--- config.mk ---
export PLATFORM = sky130hd
export DESIGN_NAME = acc_flag_unit
export DESIGN_NICKNAME = d
export VERILOG_FILES = /design/src/rtl/acc_flag_pkg.sv /design/src/rtl/acc_bitwise.sv /design/src/rtl/acc_compare.sv /design/src/rtl/acc_rotate.sv /design/src/rtl/acc_parity.sv /design/src/rtl/acc_flag_unit.sv
export SDC_FILE = /design/constraint.sdc
export NUM_CORES = 1
export LEC_CHECK = 0
export BUFFER_PORTS_ARGS = -buffer_cell sky130_fd_sc_hd__buf_2
export CORE_MARGIN = 8
export CORE_UTILIZATION = 55
export CTS_CLUSTER_SIZE = 40
export DETAILED_ROUTE_END_ITERATION = 12
export GPL_TIMING_DRIVEN = 0
export PLACE_DENSITY_LB_ADDON = 0.1
export SETUP_SLACK_MARGIN = 0.02
export SYNTH_ARGS = -nofsm -noshare
export SYNTH_HDL_FRONTEND = slang
export SYNTH_HIERARCHICAL = 1
export SYNTH_SLANG_ARGS = --single-unit
--- constraint.sdc ---
create_clock -name clk -period 7.9 [get_ports clk]
set_clock_uncertainty 0.15 [all_clocks]
set_input_delay 1.185 -clock clk [delete_from_list [all_inputs] [get_ports clk]]
set_output_delay 1.185 -clock clk [all_outputs]
set_load 0.03 [all_outputs]
--- src/rtl/acc_flag_pkg.sv ---
`timescale 1ns/1ps
package acc_flag_pkg;

   typedef enum logic [3:0] {
      OP_AND  = 4'd0,
      OP_OR   = 4'd1,
      OP_XOR  = 4'd2,
      OP_CMP  = 4'd3,
      OP_CPLA = 4'd4,
      OP_SETC = 4'd5,
      OP_CPLC = 4'd6,
      OP_RLC  = 4'd7,
      OP_RRC  = 4'd8,
      OP_RAL  = 4'd9,
      OP_RAR  = 4'd10
   } acc_op_e;

   typedef struct packed {
      logic cy;
      logic z;
      logic s;
      logic p;
   } acc_flags_t;

endpackage

--- src/rtl/acc_bitwise.sv ---
`timescale 1ns/1ps
module acc_bitwise
   import acc_flag_pkg::*;
#(
   parameter int DW = 8
) (
   input  acc_op_e       op,
   input  logic [DW-1:0] a,
   input  logic [DW-1:0] b,
   output logic [DW-1:0] res
);

   logic sel_and;
   logic sel_or;
   logic sel_xor;

   assign sel_and = (op == OP_AND);
   assign sel_or  = (op == OP_OR);
   assign sel_xor = (op == OP_XOR);

   for (genvar i = 0; i < DW; i++) begin : g_bit
      assign res[i] = (sel_and & (a[i] & b[i])) |
                      (sel_or  & (a[i] | b[i])) |
                      (sel_xor & (a[i] ^ b[i]));
   end

endmodule

--- src/rtl/acc_compare.sv ---
`timescale 1ns/1ps
module acc_compare #(
   parameter int DW = 8
) (
   input  logic [DW-1:0] a,
   input  logic [DW-1:0] b,
   output logic [DW-1:0] diff,
   output logic          borrow
);

   localparam int XW = DW + 1;

   logic [XW-1:0] wide;

   assign wide   = {1'b0, a} - {1'b0, b};
   assign diff   = wide[DW-1:0];
   assign borrow = wide[XW-1];

endmodule

--- src/rtl/acc_rotate.sv ---
`timescale 1ns/1ps
module acc_rotate
   import acc_flag_pkg::*;
#(
   parameter int DW = 8
) (
   input  acc_op_e       op,
   input  logic [DW-1:0] a,
   input  logic          cin,
   output logic [DW-1:0] res,
   output logic          cout
);

   localparam int MSB = DW - 1;

   always_comb begin
      res  = a;
      cout = cin;
      case (op)
         OP_RLC: begin
            res  = {a[MSB-1:0], a[MSB]};
            cout = a[MSB];
         end
         OP_RRC: begin
            res  = {a[0], a[MSB:1]};
            cout = a[0];
         end
         OP_RAL: begin
            res  = {a[MSB-1:0], cin};
            cout = a[MSB];
         end
         OP_RAR: begin
            res  = {cin, a[MSB:1]};
            cout = a[0];
         end
         default: begin
            res  = a;
            cout = cin;
         end
      endcase
   end

endmodule

--- src/rtl/acc_parity.sv ---
`timescale 1ns/1ps
module acc_parity #(
   parameter int DW    = 8,
   parameter bit CHAIN = 1'b0
) (
   input  logic [DW-1:0] v,
   output logic          even
);

   if (DW < 1) begin : g_bad_width
      $error("acc_parity: DW must be at least 1");
   end

   if (CHAIN) begin : g_chain
      logic [DW:0] link;
      assign link[0] = 1'b0;
      for (genvar i = 0; i < DW; i++) begin : g_stage
         assign link[i+1] = link[i] ^ v[i];
      end
      assign even = ~link[DW];
   end else begin : g_tree
      assign even = ~(^v);
   end

endmodule

--- src/rtl/acc_flag_unit.sv ---
`timescale 1ns/1ps
module acc_flag_unit
   import acc_flag_pkg::*;
#(
   parameter int DW           = 8,
   parameter bit PARITY_CHAIN = 1'b0
) (
   input  logic          clk,
   input  logic          rst_n,
   input  logic          op_valid,
   input  logic [3:0]    op_code,
   input  logic [DW-1:0] operand,
   output logic [DW-1:0] acc_q,
   output logic          flag_cy,
   output logic          flag_z,
   output logic          flag_s,
   output logic          flag_p
);

   localparam int MSB = DW - 1;

   if (DW < 2) begin : g_bad_width
      $error("acc_flag_unit: DW must be at least 2");
   end

   acc_op_e       op;
   acc_flags_t    flg_q;
   acc_flags_t    flg_d;
   logic [DW-1:0] acc_d;
   logic [DW-1:0] logic_res;
   logic [DW-1:0] cmp_diff;
   logic          cmp_borrow;
   logic [DW-1:0] rot_res;
   logic          rot_cout;
   logic [DW-1:0] flag_src;
   logic          src_even;

   assign op = acc_op_e'(op_code);

   acc_bitwise #(.DW(DW)) u_bitwise (
      .op  (op),
      .a   (acc_q),
      .b   (operand),
      .res (logic_res)
   );

   acc_compare #(.DW(DW)) u_compare (
      .a      (acc_q),
      .b      (operand),
      .diff   (cmp_diff),
      .borrow (cmp_borrow)
   );

   acc_rotate #(.DW(DW)) u_rotate (
      .op   (op),
      .a    (acc_q),
      .cin  (flg_q.cy),
      .res  (rot_res),
      .cout (rot_cout)
   );

   assign flag_src = (op == OP_CMP) ? cmp_diff : logic_res;

   acc_parity #(.DW(DW), .CHAIN(PARITY_CHAIN)) u_parity (
      .v    (flag_src),
      .even (src_even)
   );

   always_comb begin
      acc_d = acc_q;
      flg_d = flg_q;
      if (op_valid) begin
         case (op)
            OP_AND, OP_OR, OP_XOR: begin
               acc_d    = logic_res;
               flg_d.cy = 1'b0;
               flg_d.z  = ~|flag_src;
               flg_d.s  = flag_src[MSB];
               flg_d.p  = src_even;
            end
            OP_CMP: begin
               flg_d.cy = cmp_borrow;
               flg_d.z  = ~|flag_src;
               flg_d.s  = flag_src[MSB];
               flg_d.p  = src_even;
            end
            OP_CPLA: acc_d    = ~acc_q;
            OP_SETC: flg_d.cy = 1'b1;
            OP_CPLC: flg_d.cy = ~flg_q.cy;
            OP_RLC, OP_RRC, OP_RAL, OP_RAR: begin
               acc_d    = rot_res;
               flg_d.cy = rot_cout;
            end
            default: begin
               acc_d = acc_q;
               flg_d = flg_q;
            end
         endcase
      end
   end

   always_ff @(posedge clk or negedge rst_n) begin
      if (!rst_n) begin
         acc_q <= '0;
         flg_q <= '0;
      end else begin
         acc_q <= acc_d;
         flg_q <= flg_d;
      end
   end

   assign flag_cy = flg_q.cy;
   assign flag_z  = flg_q.z;
   assign flag_s  = flg_q.s;
   assign flag_p  = flg_q.p;

   logic is_logic_op;
   logic is_rot_op;
   assign is_logic_op = op_valid && (op_code == OP_AND || op_code == OP_OR || op_code == OP_XOR);
   assign is_rot_op   = op_valid && (op_code == OP_RLC || op_code == OP_RRC ||
                                     op_code == OP_RAL || op_code == OP_RAR);

   AST_LOGIC_CLEARS_CY: assert property (@(posedge clk) disable iff (!rst_n)
      is_logic_op |=> !flag_cy);
   AST_FLAGS_TRACK_ACC: assert property (@(posedge clk) disable iff (!rst_n)
      is_logic_op |=> (flag_z == (acc_q == '0)) && (flag_s == acc_q[MSB]) && (flag_p == ~(^acc_q)));
   AST_CMP_HOLDS_ACC: assert property (@(posedge clk) disable iff (!rst_n)
      (op_valid && op_code == OP_CMP) |=> $stable(acc_q) && !(flag_cy && flag_z));
   AST_CPL_INVERTS: assert property (@(posedge clk) disable iff (!rst_n)
      (op_valid && op_code == OP_CPLA) |=> (acc_q == ~$past(acc_q)) && $stable(flg_q));
   AST_SETC_ONE: assert property (@(posedge clk) disable iff (!rst_n)
      (op_valid && op_code == OP_SETC) |=> flag_cy && $stable(acc_q));
   AST_RLC_WRAP_CY: assert property (@(posedge clk) disable iff (!rst_n)
      (op_valid && op_code == OP_RLC) |=> flag_cy == acc_q[0]);
   AST_RRC_WRAP_CY: assert property (@(posedge clk) disable iff (!rst_n)
      (op_valid && op_code == OP_RRC) |=> flag_cy == acc_q[MSB]);
   AST_RAL_CARRY_IN: assert property (@(posedge clk) disable iff (!rst_n)
      (op_valid && op_code == OP_RAL) |=> acc_q[0] == $past(flag_cy));
   AST_ROT_KEEPS_ZSP: assert property (@(posedge clk) disable iff (!rst_n)
      is_rot_op |=> $stable(flag_z) && $stable(flag_s) && $stable(flag_p));
   AST_IDLE_HOLDS: assert property (@(posedge clk) disable iff (!rst_n)
      (!op_valid || op_code > 4'd10) |=> $stable(acc_q) && $stable(flg_q));

endmodule

Yosys cells after proc, flatten, opt, wreduce, memory -nomap -nowiden
Cells that the tools add are included.
W data, S select, Z words.
{"block": "word_totals", "regBits": 12, "in_bits": 15, "out_inout_bits": 12, "elab_cells": 104}
{"block": "op_classes", "addsub": 1, "eq_ne": 12, "n_mux": 5, "n_bitwise": 67, "n_reduce_logical": 14}
{"op": "$and A1 B1 Y1", "n": 32}
{"op": "$pmux W8 S4", "n": 1}
{"op": "$or A1 B1 Y1", "n": 24}
{"op": "$pmux W8 S3", "n": 1}
{"op": "$eq A4 B3 Y1 const B", "n": 4}
{"op": "$eq A4 B4 Y1 const B", "n": 3}
{"op": "$sub A8 B8 Y9", "n": 1}
{"op": "$eq A4 B2 Y1 const B", "n": 2}
{"op": "$mux W8", "n": 1}
{"op": "$not A8 Y8", "n": 1}
{"op": "$reduce_or A4 Y1", "n": 2}
{"op": "$reduce_or A8 Y1", "n": 1}
{"op": "$reduce_xor A8 Y1", "n": 1}
{"op": "$xor A1 B1 Y1", "n": 8}
{"op": "$reduce_and A3 Y1", "n": 2}
{"op": "$ne A5 B5 Y1 const B", "n": 1}
{"op": "$pmux W1 S5", "n": 1}
{"op": "$reduce_bool A5 Y1", "n": 1}
{"op": "$eq A4 B1 Y1 const B", "n": 1}
{"op": "$logic_not A4 Y1", "n": 1}
{"op": "$reduce_or A2 Y1", "n": 2}
{"op": "$ne A3 B3 Y1 const B", "n": 1}
{"op": "$reduce_bool A3 Y1", "n": 1}
{"op": "$reduce_or A3 Y1", "n": 1}
{"op": "4 further kinds", "n": 5}

Longest topological paths before layout
Gate-level depths: netlist of run 1.
{"block": "logic_depth", "depth_word": 7, "ltp_mapped": 14, "mapped_depth_nobuf": 14}

By module
Netlist of run 1, hierarchy kept.
{"module": "acc_flag_unit", "instances": 1, "cells_each": 119, "area_per_inst_um2": 1003.5, "seq_area_each_um2": 300.3}
{"module": "acc_bitwise", "instances": 1, "cells_each": 53, "area_per_inst_um2": 486.7, "seq_area_each_um2": 0.0}
{"module": "acc_compare", "instances": 1, "cells_each": 48, "area_per_inst_um2": 354.1, "seq_area_each_um2": 0.0}
{"module": "acc_rotate", "instances": 1, "cells_each": 31, "area_per_inst_um2": 271.5, "seq_area_each_um2": 0.0}
{"module": "acc_parity", "instances": 1, "cells_each": 7, "area_per_inst_um2": 61.3, "seq_area_each_um2": 0.0}

Worst setup path before layout of run 1
Ideal clock, no wire load.
{"block": "synth_timing", "kind": "input to register", "start": "input operand[0]", "end": "register flg_q, in the netlist flag_p", "setup_time_ps": 125, "arrival_ps": 3148, "required_ps": 7625, "path_slack_ps": 4478, "path_stages": 13, "n_path_buf": 0, "path_cell_list": "ha_1 fa_1 nor2b_4 o21ai_2 a21boi_2 o21ai_1 a21oi_2 nand2_1 o21ai_0 xnor2_1 xnor2_1 xnor2_1 mux2_2"}
{"block": "synth_via", "elab_cells_between_ends": 12, "classes_between": "1 x add/sub; 1 x mux; 9 x bitwise; 1 x reduce/logical"}
{"item": "start: declaration", "line_no": "acc_flag_unit.sv:12", "rtl": "input logic [DW-1:0] operand,"}
{"item": "$sub A8 B8 Y9", "line_no": "acc_compare.sv:15", "rtl": "assign wide = {1'b0, a} - {1'b0, b};"}
{"item": "named net cmp_diff[6]", "line_no": "acc_flag_unit.sv:31", "rtl": "logic [DW-1:0] cmp_diff;"}
{"item": "$mux W8", "line_no": "acc_flag_unit.sv:62", "rtl": "assign flag_src = (op == OP_CMP) ? cmp_diff : logic_res;"}
{"item": "named net flag_src[6]", "line_no": "acc_flag_unit.sv:35", "rtl": "logic [DW-1:0] flag_src;"}
{"item": "$reduce_xor A8 Y1", "line_no": "acc_parity.sv:22", "rtl": "assign even = ~(^v);"}
{"item": "$not A1 Y1", "line_no": "acc_parity.sv:22"}
{"item": "named net src_even", "line_no": "acc_flag_unit.sv:36", "rtl": "logic src_even;"}
{"item": "end signal: assignment", "line_no": "acc_flag_unit.sv:108", "rtl": "flg_q <= flg_d;"}
{"item": "end: declaration", "line_no": "acc_flag_unit.sv:27", "rtl": "acc_flags_t flg_q;"}
The timed path passes the listed nets, and every way through them passes these cells.
A chain may end at the register's enable or synchronous reset.

Worst setup path in the final report of run 1
Same ends and word-level chain as after synthesis.

==> results of run 1 <==
through the flow:
stage	power (mW)	std cells	hold slack [ns]	cell area, um^2	utilization
3_3_place_gp	0.339	334	0.323	2370	0.605
2_1_floorplan	0.282	258	0.525	2180	-
3_5_place_dp	0.345	334	0.329	2370	0.605
5_1_grt	0.446	338	0.353	2420	0.620
4_1_cts	0.414	338	0.341	2420	0.620
6_report	0.410	338	0.336	2420	0.620
metal layers:
metal / wire (um) / up-vias / part of all wire / global-route usage
met5: 0 / - / 0 / 0
met4: 80 / 0 / 0.015 / 0.0463
met3: 145 / 6 / 0.028 / 0.0113
met2: 2430 / 33 / 0.46 / 0.279
met1: 2600 / 908 / 0.49 / 0.234
li1: - / 1003 / - / -
worst max-delay path by stage:
stage	endpoint	cells after the start	startpoint
floorplan	flag_p	13	operand[0]
finish	flag_p	14	operand[0]
global placement	flag_p	14	operand[0]
detailed placement	flag_p	14	operand[0]
global route	flag_p	14	operand[0]
CTS	flag_p	14	operand[0]
layout make-up:
class / count / share of cell area
Multi-Input combinational cell: 183 / 0.661
Sequential cell: 12 / 0.124
Inverter: 51 / 0.0789
Timing Repair Buffer: 26 / 0.0537
Buffer: 12 / 0.0341
Tap cell: 50 / 0.0258
Clock buffer: 4 / 0.0227
cell families after synthesis:
group | share of synthesized area
simple gates | 0.153
buf+inv | 0.126
mux | 0.0626
xor+xnor | 0.0443
compound gates | 0.329
fa+ha+maj | 0.147
flops | 0.138
power groups by stage:
stage / Clock, mW / Sequential [mW] / Combinational (mW)
6_report: 0.0666 / 0.104 / 0.240
5_1_grt: 0.0708 / 0.107 / 0.267
4_1_cts: 0.0688 / 0.104 / 0.241
3_5_place_dp: 0 / 0.105 / 0.240
3_3_place_gp: 0 / 0.104 / 0.235
2_1_floorplan: 0 / 0.125 / 0.157
layout by cell type, fill, tap and decap left out, drive strengths merged, types with 4 or more instances in the layout:
cell type	n
clkbuf	7
nor3	4
nand2	9
o21a	4
a2111oi	8
a21oi	6
dfrtp	12
a221o	8
and2	7
buf	35
o21ai	12
mux2i	11
inv	50
ha	24
o22ai	18
nor2	6
nor2b	4
xnor2	11
a211oi	10
a221oi	8
nand2b	4
state kept, by name (all words and copies together), names as in the netlist:
register,flops
acc_q,8
flag_z,1
flag_p,1
flag_s,1
flag_cy,1
worst max-delay path, stage by stage:
cell	delay [ns]
buf_2	0.11
ha_1	0.20
fa_1	0.44
nor2b_4	0.13
o21ai_2	0.07
a21boi_2	0.18
o21ai_1	0.11
a21oi_2	0.18
nand2_1	0.06
o21ai_0	0.10
xnor2_1	0.16
xnor2_1	0.15
xnor2_1	0.09
mux2_2	0.26
==> run_results.csv, run 1 <==
group,metric,value,unit
run_status,status,"finished clean",
critical_path,worst_setup_path_start_kind,"primary input",
drt,ant_nets,0,
synth,ys_types,57,
layout,drive_gt1_frac,0.247,
clock_network,cts_inserted_buffers,3,
hold_path,min_path_type,"flip-flop to flip-flop",
synth,synth_flop_cell,"dfrtp_1",
clock_network,clkTransAtPathRegs,0.05,ns
synth,yosysWarnings,6,
synth,yosys-top-cells-count,"50 x inv_1, 24 x ha_1, 12 x dfrtp_1",
floorplanning,core,3910,um^2
floorplanning,ios,27,
synth,syn_inst,258,
placement,routabilityCongestion,0.810,
critical_path,cp.arrival,3.43,ns
drt,drt-pass1-iter-count,4,
power_and_ir_drop,combPwrFrac,0.584,
placement,place_ws,4.18,ns
timing,fin_tns_setup,0,ns
hold_path,whs_endpoint,"flag_s",
critical_path,critPathMaxFanout,3,
timing,min_period,3.45,ns
grt,grt_pass1_wl,8870,um
drt,initialDrtViolationCount,160,
clock_network,cts_root_buf,"clkbuf_8",
drt,post_drt_via_cell_ratio,5.77,
power_and_ir_drop,pwr-share-seq,0.253,
timing,relSlewSlack,0.566,
synth,synthTopCellsByArea,"dfrtp_1 14%, ha_1 14%, inv_1 8.6%, mux2i_1 5.1%, o22ai_2 4.6%",
synth,ys_seq_elements,12,
clock_network,clockBufferDepth,2,
layout,area_growth,11.4,%
power_and_ir_drop,ir_drop,0.0706,mV
critical_path,crit_type,"primary input to flip-flop",
critical_path,crit_path_end_kind,"flip-flop",
synth,yosysMostFrequentCell,"inv_1",
critical_path,r2r_end,"flag_p",
grt,antenna_found_initial,0,
synth,synth_top_area_frac,0.138,
power_and_ir_drop,switching_share,0.457,
floorplanning,die_h,78.9,um
flow_run,maxCapViolations,0,
synth,yosysSeqAreaShare,0.138,
layout,layout.nets,329,
drt,drc,0,
timing,rsz0062_at_grt,"false",
placement,place_hpwl,4250,um
synth,yosys.area.top_type,"dfrtp_1",
clock_network,postCtsResizedCells,0,
synth,async_reset_ff_frac,1.00,
power_and_ir_drop,power.switching,0.188,mW
power_and_ir_drop,intPower,0.223,mW
hold_path,hp-start,"flag_s",
hold_path,hold_depth,1,
clock_network,clkLatencyLatePin,0.24,ns
floorplanning,dieWidth,78.9,um
grt,grt_pass1_vias,1886,
layout,seqCellArea,300,um^2
placement,portBuffers,26,
clock_network,clock_sinks,12,
floorplanning,die-area,6230,um^2
timing,tightest_slew,0.649,ns
drt,routedWlPerCell,15.5,um
timing,timing.fmax,0.290,GHz
timing,maxSlewViolCount,0,
critical_path,reg2reg_depth,14,
power_and_ir_drop,leakagePower,1.10,nW
critical_path,cp.required,7.87,ns
clock_network,post_cts_buffers,0,
grt,grt_overflow,0,
layout,fillers,390,
drt,via_count,1950,
timing,fin_ws,4.45,ns
floorplanning,row_count,23,
floorplanning,start_util,0.556,
grt,grt_max_degree,16,
critical_path,timing.rr.start,"acc_q[0]",
synth,avgSynthCellArea,8.44,um^2
layout,multi_input_area,1600,um^2
synth,netlist_area,2180,um^2
timing,finalCritPeriodShare,0.437,
timing,setup_violations,0,
synth,synth-edff-count,0,
drt,routed_wl,5250,um
critical_path,rrSetupSlack,4.84,ns
grt,grt_use_total,0.170,
timing,hold_viol_final,0,
clock_network,cts_max_level,1,
layout,n_antenna_cell,0,
power_and_ir_drop,cellPowerDensity,169,nW/um^2
clock_network,hold_buffers,0,
clock_network,cts_tree,"yes",
power_and_ir_drop,pwr-share-clk,0.162,
synth,synth_nets,298,
No activity file was read; power rests on OpenSTA's default activity.
==> run 2, diff against run 1 <==
CORE_UTILIZATION = 54   (was 55)
clock period = 2.82 ns   (was 7.9 ns; I/O delays follow)
==> run_results.csv, run 2 (synthesis results as in run 1) <==
group,metric,value,unit
timing,setup_violations,0,
power_and_ir_drop,ir_drop,0.210,mV
drt,ant_nets,0,
layout,layout.nets,336,
placement,place_hpwl,4160,um
clock_network,cts_inserted_buffers,3,
power_and_ir_drop,cellPowerDensity,474,nW/um^2
drt,post_drt_via_cell_ratio,5.97,
critical_path,rrSetupSlack,0.04,ns
critical_path,worst_setup_path_start_kind,"flip-flop",
timing,timing.fmax,0.359,GHz
flow_run,maxCapViolations,0,
critical_path,path_buf_inv,1,
clock_network,clock_sinks,12,
layout,largest_reg_flops,8,
critical_path,slowest_delay,0.41,ns
timing,finalCritPeriodShare,0.986,
grt,grt_pass1_wl,8760,um
critical_path,path_cells,"inv_2 -> ha_4 -> fa_2 -> nor2b_4 -> o21ai_2 -> a21boi_2 -> o21ai_2 -> a21oi_2 -> nand2_1 -> o21ai_2 -> xnor2_1 -> xnor2_1 -> xnor2_1 -> mux2_2",
clock_network,cts_max_level,1,
floorplanning,core,3940,um^2
floorplanning,die_h,79.5,um
drt,via_count,2058,
floorplanning,start_util,0.552,
timing,min_period,2.78,ns
grt,grt_pass1_vias,1892,
floorplanning,row_count,23,
floorplanning,die-area,6320,um^2
layout,design_area,2530,um^2
clock_network,cts_tree,"yes",
floorplanning,dieWidth,79.5,um
layout,final_common_cell,"inv_1",
critical_path,crit_type,"flip-flop to flip-flop",
timing,tightest_slew,0.617,ns
placement,dp_cells,334,
timing,rsz0062_at_grt,"true",
critical_path,critPathSlowestCell,"fa_2",
layout,top_register,"acc_q",
critical_path,critPathMaxFanout,3,
hold_path,min_path_type,"flip-flop to flip-flop",
placement,routabilityCongestion,0.798,
drt,routed_wl,5460,um
layout,final_cell_mix,"49 x inv_1, 31 x buf_2, 21 x ha_1",
drt,routedWlPerCell,15.8,um
grt,antenna_found_initial,0,
critical_path,cpLargestDelayFamily,"compound AO/OA/AOI/OAI gates",
grt,grt_max_degree,16,
layout,drive_gt1_frac,0.298,
clock_network,clkTransAtPathRegs,0.05,ns
drt,initialDrtViolationCount,153,
clock_network,clockBufferDepth,2,
placement,portBuffers,26,
floorplanning,ios,27,
power_and_ir_drop,leakagePower,1.12,nW
timing,whs,0.337,ns
drt,drt-pass1-iter-count,4,
clock_network,clkLatencyLatePin,0.24,ns
placement,dpl_cell_area,2370,um^2
grt,grt_use_total,0.168,
timing,relSlewSlack,0.587,
timing,maxSlewViolCount,0,
layout,n_antenna_cell,0,
layout,finalNonFillerCells,345,
timing,hold_viol_final,0,
drt,drc,0,
critical_path,crit_path_end_kind,"flip-flop",
run_status,status,"finished clean",
clock_network,cts_root_buf,"clkbuf_8",
grt,grt_overflow,0,
critical_path,cp.required,2.79,ns
layout,area_growth,16.1,%
critical_path,cp.arrival,2.75,ns
## run 2: cell types whose count changed in the layout (fill, tap and decap cells not counted), sizes merged
cell	previous run	this run
dlygate4sd3	0	1
buf	35	41
## run 2: metal layers
| layer | vias up | GRT usage | share of wire |
|---|---|---|---|
| li1 | 1019 | - | - |
| met1 | 987 | 0.225 | 0.47 |
| met2 | 46 | 0.276 | 0.48 |
| met3 | 6 | 0.0146 | 0.038 |
| met4 | 0 | 0.0519 | 0.014 |
| met5 | - | 0 | 0 |
## run 2: what timing repair did
| action | in CTS | in global routing |
|---|---|---|
| setup endpoints to repair | 1 | 1 |
| pin swaps | 1 | 11 |
| hold endpoints to repair | 12 | 0 |
| hold buffers | 1 | 0 |
| setup buffers | 2 | 4 |
| resized for setup | 0 | 11 |
| gates cloned | 0 | 0 |
## run 2: per-stage QoR
step	power (mW)	utilization	setup WS [ns]	setup TNS, ns
6_report	1.20	0.641	0.0383	0
2_1_floorplan	0.791	-	0.0503	0
3_5_place_dp	0.970	0.602	-0.104	-0.104
5_1_grt	1.29	0.641	-0.0791	-0.0791
3_3_place_gp	0.956	0.602	-0.0801	-0.0801
4_1_cts	1.14	0.620	0.0330	0
## run 2: final timing paths
| check | startpoint | endpoint | depth (start not counted) |
|---|---|---|---|
| max | acc_q[0] | flag_p | 14 |
| min | flag_s | flag_s | 1 |
| max reg2reg | acc_q[0] | flag_p | 14 |
| min reg2reg | flag_s | flag_s | 1 |
| max in group asynchronous | rst_n | acc_q[0] | 2 |
| min in group asynchronous | rst_n | acc_q[4] | 2 |
## run 2: worst reg2reg max path: cells and delay by family, from the launching register on
| family | cells | cell delay, ns |
|---|---|---|
| flops | 1 | 0.40 |
| fa+ha+maj | 2 | 0.57 |
| simple gates | 2 | 0.21 |
| mux | 1 | 0.26 |
| xor+xnor | 3 | 0.38 |
| compound gates | 5 | 0.64 |
| buf+inv | 1 | 0.06 |
## run 2: cell type report
| cell class | instances | area (um^2) |
|---|---|---|
| Multi-Input combinational cell | 183 | 1660 |
| Fill cell | 356 | 1420 |
| Sequential cell | 12 | 304 |
| Inverter | 51 | 191 |
| Timing Repair Buffer | 33 | 185 |
| Buffer | 12 | 82.6 |
| Tap cell | 50 | 62.6 |
| Clock buffer | 4 | 45.0 |
## run 2: power by group
part	internal (mW)	leakage (nW)	switching (mW)
Clock	0.0990	0.0228	0.0565
Sequential	0.214	0.149	0.0755
Combinational	0.337	0.951	0.416
